`config.mk`:
```
export PLATFORM = sky130hd
export DESIGN_NAME = bank_map_unit
export DESIGN_NICKNAME = d
export VERILOG_FILES = /design/src/rtl/bmu_pkg.sv /design/src/rtl/bmu_regs.sv /design/src/rtl/bmu_win_select.sv /design/src/rtl/bank_map_unit.sv
export SDC_FILE = /design/constraint.sdc
export NUM_CORES = 1
export LEC_CHECK = 0
export ABC_AREA = 0
export BUFFER_PORTS_ARGS = -buffer_cell sky130_fd_sc_hd__buf_2
export CAP_MARGIN = 25
export CORE_MARGIN = 8
export CORE_UTILIZATION = 56
export CTS_CLUSTER_DIAMETER = 60
export DETAILED_ROUTE_END_ITERATION = 7
export PLACE_DENSITY = 0.78
export SYNTH_ARGS = -nofsm -noshare
export SYNTH_HDL_FRONTEND = slang
export SYNTH_HIERARCHICAL = 1
export SYNTH_SLANG_ARGS = --single-unit
```
`constraint.sdc`:
```
create_clock -name clk -period 2.57 [get_ports clk]
set_input_delay 0.1285 -clock clk [delete_from_list [all_inputs] [get_ports clk]]
set_output_delay 0.1285 -clock clk [all_outputs]
set_load 0.01 [all_outputs]
```
`src/rtl/bmu_pkg.sv`:
```
package bmu_pkg;
    localparam int NUM_WIN   = 4;
    localparam int WIN_W     = $clog2(NUM_WIN);
    localparam int OFS_W     = 14;
    localparam int CPU_W     = WIN_W + OFS_W;
    localparam int BLK_W     = 7;
    localparam int PA_W      = BLK_W + OFS_W;
    localparam int MAP_W     = 8;
    localparam int STD_W     = 3;
    localparam int EXT_FLAG  = 7;
    localparam int RD_LSB    = 4;
    localparam int WR_LSB    = 0;
    localparam int MIN_FOLD  = 3;
    localparam int MAX_FOLD  = 5;

    typedef struct packed {
        logic [NUM_WIN-1:0][MAP_W-1:0] map;
        logic [NUM_WIN-1:0]            force_rw;
    } bmu_state_t;

    // data bit of the control port that drives the force bit of window w
    function automatic int force_pos(input int w);
        case (w)
            0:       return 6;
            1:       return 4;
            2:       return 5;
            default: return 7;
        endcase
    endfunction
endpackage

```
`src/rtl/bmu_regs.sv`:
```
module bmu_regs
    import bmu_pkg::*;
#(
    parameter logic [7:0] MAP_BASE = 8'hF0,
    parameter logic [7:0] CTL_PORT = 8'hF4
) (
    input  logic             clk,
    input  logic             rst_n,
    input  logic             io_wr,
    input  logic [7:0]       io_port,
    input  logic [7:0]       io_data,
    output bmu_state_t       state_q
);
    bmu_state_t state_d;

    always_comb begin
        state_d = state_q;
        if (io_wr) begin
            for (int w = 0; w < NUM_WIN; w++) begin
                if (io_port == MAP_BASE + 8'(w))
                    state_d.map[w] = io_data;
                if (io_port == CTL_PORT)
                    state_d.force_rw[w] = io_data[force_pos(w)];
            end
        end
    end

    always_ff @(posedge clk) begin
        if (!rst_n)
            state_q <= '0;
        else
            state_q <= state_d;
    end
endmodule

```
`src/rtl/bmu_win_select.sv`:
```
module bmu_win_select
    import bmu_pkg::*;
(
    input  logic [MAP_W-1:0] map_byte,
    input  logic             force_rw,
    input  logic             is_wr,
    input  logic [BLK_W:0]   blocks_present,
    input  logic [1:0]       mem_size,
    output logic [BLK_W-1:0] blk
);
    logic [BLK_W-1:0] ext_num;
    logic [BLK_W-1:0] fold_mask;
    logic [BLK_W-1:0] ext_eff;
    logic [STD_W-1:0] std_rd;
    logic [STD_W-1:0] std_wr;
    logic [STD_W-1:0] std_sel;
    int               fold_bits;

    always_comb begin
        ext_num   = map_byte[BLK_W-1:0];
        fold_bits = MIN_FOLD + int'(mem_size);
        if (fold_bits > MAX_FOLD)
            fold_bits = MAX_FOLD;
        fold_mask = BLK_W'((1 << fold_bits) - 1);
        ext_eff   = ({1'b0, ext_num} >= blocks_present) ? (ext_num & fold_mask) : ext_num;

        std_wr  = map_byte[WR_LSB +: STD_W];
        std_rd  = force_rw ? std_wr : map_byte[RD_LSB +: STD_W];
        std_sel = is_wr ? std_wr : std_rd;

        blk = map_byte[EXT_FLAG] ? ext_eff : {{(BLK_W-STD_W){1'b0}}, std_sel};
    end
endmodule

```
`src/rtl/bank_map_unit.sv`:
```
module bank_map_unit
    import bmu_pkg::*;
(
    input  logic             clk,
    input  logic             rst_n,
    input  logic [CPU_W-1:0] cpu_addr,
    input  logic             cpu_rd,
    input  logic             cpu_wr,
    input  logic             io_wr,
    input  logic [7:0]       io_port,
    input  logic [7:0]       io_data,
    input  logic [BLK_W:0]   blocks_present,
    input  logic [1:0]       mem_size,
    output logic [PA_W-1:0]  mem_addr,
    output logic             mem_rd,
    output logic             mem_wr
);
    bmu_state_t                    state_q;
    logic [NUM_WIN-1:0][BLK_W-1:0] win_blk;
    logic [WIN_W-1:0]              win_idx;

    bmu_regs u_regs (
        .clk     (clk),
        .rst_n   (rst_n),
        .io_wr   (io_wr),
        .io_port (io_port),
        .io_data (io_data),
        .state_q (state_q)
    );

    for (genvar w = 0; w < NUM_WIN; w++) begin : g_win
        bmu_win_select u_sel (
            .map_byte       (state_q.map[w]),
            .force_rw       (state_q.force_rw[w]),
            .is_wr          (cpu_wr),
            .blocks_present (blocks_present),
            .mem_size       (mem_size),
            .blk            (win_blk[w])
        );
    end

    assign win_idx  = cpu_addr[CPU_W-1:OFS_W];
    assign mem_addr = {win_blk[win_idx], cpu_addr[OFS_W-1:0]};
    assign mem_rd   = cpu_rd;
    assign mem_wr   = cpu_wr;
endmodule

```
==> impl_metrics.ini <==
[worst_setup_path]
critical_path.cell_chain = ha_1 -> a21o_1 -> a31oi_1 -> a211oi_2 -> buf_4 -> a31oi_1 -> mux4_2 -> buf_2
required_ns = 2.44
worst-path-buf-inv = 2
max_stage_delay_ns = 0.47
worst-setup-path-type = reg -> out
crit_arrival_ns = 2.32
rr_startpoint = u_regs/state_q[19]
critical_path_s_slowest_cell = sky130_fd_sc_hd__mux4_2
critPathMaxFanout = 6
cp_top_family = compound AO/OA/AOI/OAI gates
crit_path_end_kind = primary output
crit_path_start_kind = flop
critPathMostFrequentCell = sky130_fd_sc_hd__a31oi_1
crit_path_start = u_regs/state_q[13]

[sta]
slew_headroom_pct = 57.4
fmax_mhz = 409
timing.final.setup_violations = 0
clock_skew_ns = 0
finalHoldViolations = 0
min_period_over_period_pct = 95.1
post-route-worst-setup-slack_ns = 0.126
timing.setup.tns_ns = 0
final_max_slew_viol_count = 0
layout_min_cycle_time_ns = 2.44
worst_margin_slew_ns = 0.635

[synthesis]
post_synth.cell_area_avg_um2 = 7.94
yosys_register_bits = 36
synth_cell_types = 31
sequential_fraction_of_the_synthesis_area_pct = 22.4
synth.net_count = 493
yosysWarnings = 6
ys.flop_type = sky130_fd_sc_hd__dfxtp_1
syn-cell-area_um2 = 3220
synth_edf_count = 0
synth_cells = 406
async_s_r_ff_share_synth_pct = 0

[clocking]
cts_tree = yes
cts.repair.resized = 0
clk_transition_reported_paths_ns = 0.07
cts_inserted_buffers = 5
cts_htree_levels = 2
worstSkewPairLatency_ns = 0.28
clockBufferDepth = 2
cts_root_buf = sky130_fd_sc_hd__clkbuf_8
ctsHoldBuffers = 0
clock_sink_count = 36

[worst_hold_path]
worstHoldStart = io_data[7]
classification_of_the_worst_slack_hold_path = in -> reg

[global_route]
grt.total_usage_pct = 19.0
grt_start_max_net_pins = 34
grt_first_pass_wirelength_um = 13000
initial_antenna_violation_count = 0
vias_in_the_first_global_route = 2695
grt_overflow_total = 0

[drt]
route.antenna.remaining_nets = 0
dr_total_vias = 2862
drt-total-wl_um = 8040
firstDrtPassIters = 5
route.detailed.vias_per_inst = 5.69
drt_iter0_drc = 175
mean_routed_wirelength_per_cell_um = 16.0
route.detailed.drc = 0

[placement]
dpl-instance-area_um2 = 3340
count_of_port_buffers_added_during_placement = 39
dp_hpwl_um = 6570
routabilityCongestion = 0.930
pre_cts_slack_ns = 0.351

[power_and_ir_drop]
sw_share_pct = 26.6
p_switching_uw = 320
power_density_nw_per_um2 = 346
seqPwrFrac_pct = 46.6
pwr-share-clk_pct = 36.0
max-vdd-ir-drop_mv = 0.475
combinationalPowerShare_pct = 17.4
internal_power_uw = 881
static_leakage_uw = 0.00183

[cells_and_area]
design_area_um2 = 3470
final_core_util_pct = 62.6
drive_above_1_share_pct = 17.2
reg_top3 = u_regs/state_q: 36 flops
synthToLayoutAreaGrowth_pct = 7.65
largest-register = u_regs/state_q
layout_common_cells = sky130_fd_sc_hd__nand2_1, sky130_fd_sc_hd__inv_1, sky130_fd_sc_hd__ha_1, sky130_fd_sc_hd__buf_2
diodes = 0
n_fill_cell = 498
largest_register_ffs = 36
final_net_count = 518
layout.cells.most_common = sky130_fd_sc_hd__nand2_1

[floorplanning]
floorplan.io_pins = 70
die_span_in_x_um = 91.9
die_area_um2 = 8440
floorplan.die.height_um = 91.9
design.core.area_um2 = 5540
initial_core_util_pct = 58.2
std_cell_rows = 27

[job]
maxCapViolCount = 0

[status]
run_status = finished clean
-- layer usage --
layer  vias to the layer above  GRT usage, %  part of all wire (%)
met5                         -             0                     0
met4                         0          8.86                   2.8
met3                        19          4.56                   6.6
met2                        97          29.0                    43
met1                      1328          24.6                    47
li1                       1418             -                     -
-- path summary, 6_finish.rpt --
check / cells past startpoint / end / slack [ns]
setup / recovery: 8 / mem_addr[16] / 0.13
setup reg to reg: 2 / u_regs/state_q[19] / 1.63
hold / removal: 3 / u_regs/state_q[3] / 0.20
hold reg to reg: 2 / u_regs/state_q[28] / 0.48
-- power by group through the flow --
| stage | registers (uW) | logic [uW] | clock network (uW) |
|---|---|---|---|
| 5_1_grt | 559 | 233 | 465 |
| 2_1_floorplan | 571 | 157 | 0 |
| 3_3_place_gp | 572 | 199 | 0 |
| 6_report | 559 | 209 | 432 |
| 3_5_place_dp | 572 | 205 | 0 |
| 4_1_cts | 559 | 206 | 441 |
-- tightest hold or removal path: stages --
cell and delay, ns:
sky130_fd_sc_hd__buf_2 0.07, sky130_fd_sc_hd__nand2_1 0.10, sky130_fd_sc_hd__mux2i_1 0.14
-- metrics by stage --
step | instances | hold slack, ns | total power (uW)
floorplan | 406 | 0.332 | 729
global placement | 492 | 0.257 | 771
detailed placement | 492 | 0.257 | 777
CTS | 499 | 0.200 | 1210
global route | 503 | 0.224 | 1260
finish | 503 | 0.203 | 1200
-- Yosys cell counts (16+ instances only) --
master                    instances  share of area [%]
sky130_fd_sc_hd__nand2_1         88                 10
sky130_fd_sc_hd__ha_1            40                 16
sky130_fd_sc_hd__inv_1           40                4.7
sky130_fd_sc_hd__dfxtp_1         36                 22
sky130_fd_sc_hd__mux2i_1         36                 11
sky130_fd_sc_hd__a21oi_1         24                3.7
sky130_fd_sc_hd__nor2_1          17                2.0
sky130_fd_sc_hd__a31oi_1         16                3.1
sky130_fd_sc_hd__buf_4           16                3.7
-- cell families (layout without fill, tap and decap cells) --
kind of cell / Yosys count / in the layout / synth area share [%]
adders and majority gates: 40 / 40 / 15.5
muxes: 43 / 43 / 16.1
buffers and inverters: 70 / 95 / 10.9
xor gates and xnor gates: 4 / 4 / 1.09
AOI/OAI and AO/OA: 68 / 68 / 13.5
other: 4 / 4 / 0.466
and+or+nand+nor: 141 / 141 / 20.0
DFF: 36 / 36 / 22.4
-- what timing repair did --
action	4_1_cts	5_1_grt
setup endpoints to repair	0	6
endpoints found under the hold margin	0	0
setup buffers	0	4
-- final cells by class --
cell class | instances | area (um2) | area share [%]
multi-input cells | 300 | 2150 | 62.0
inverters | 40 | 150 | 4.33
well taps | 72 | 90.1 | 2.60
clock buffers | 7 | 96.3 | 2.78
repair buffers | 48 | 263 | 7.57
flip-flops and latches | 36 | 721 | 20.8
Power figures use the tool's default switching activity.
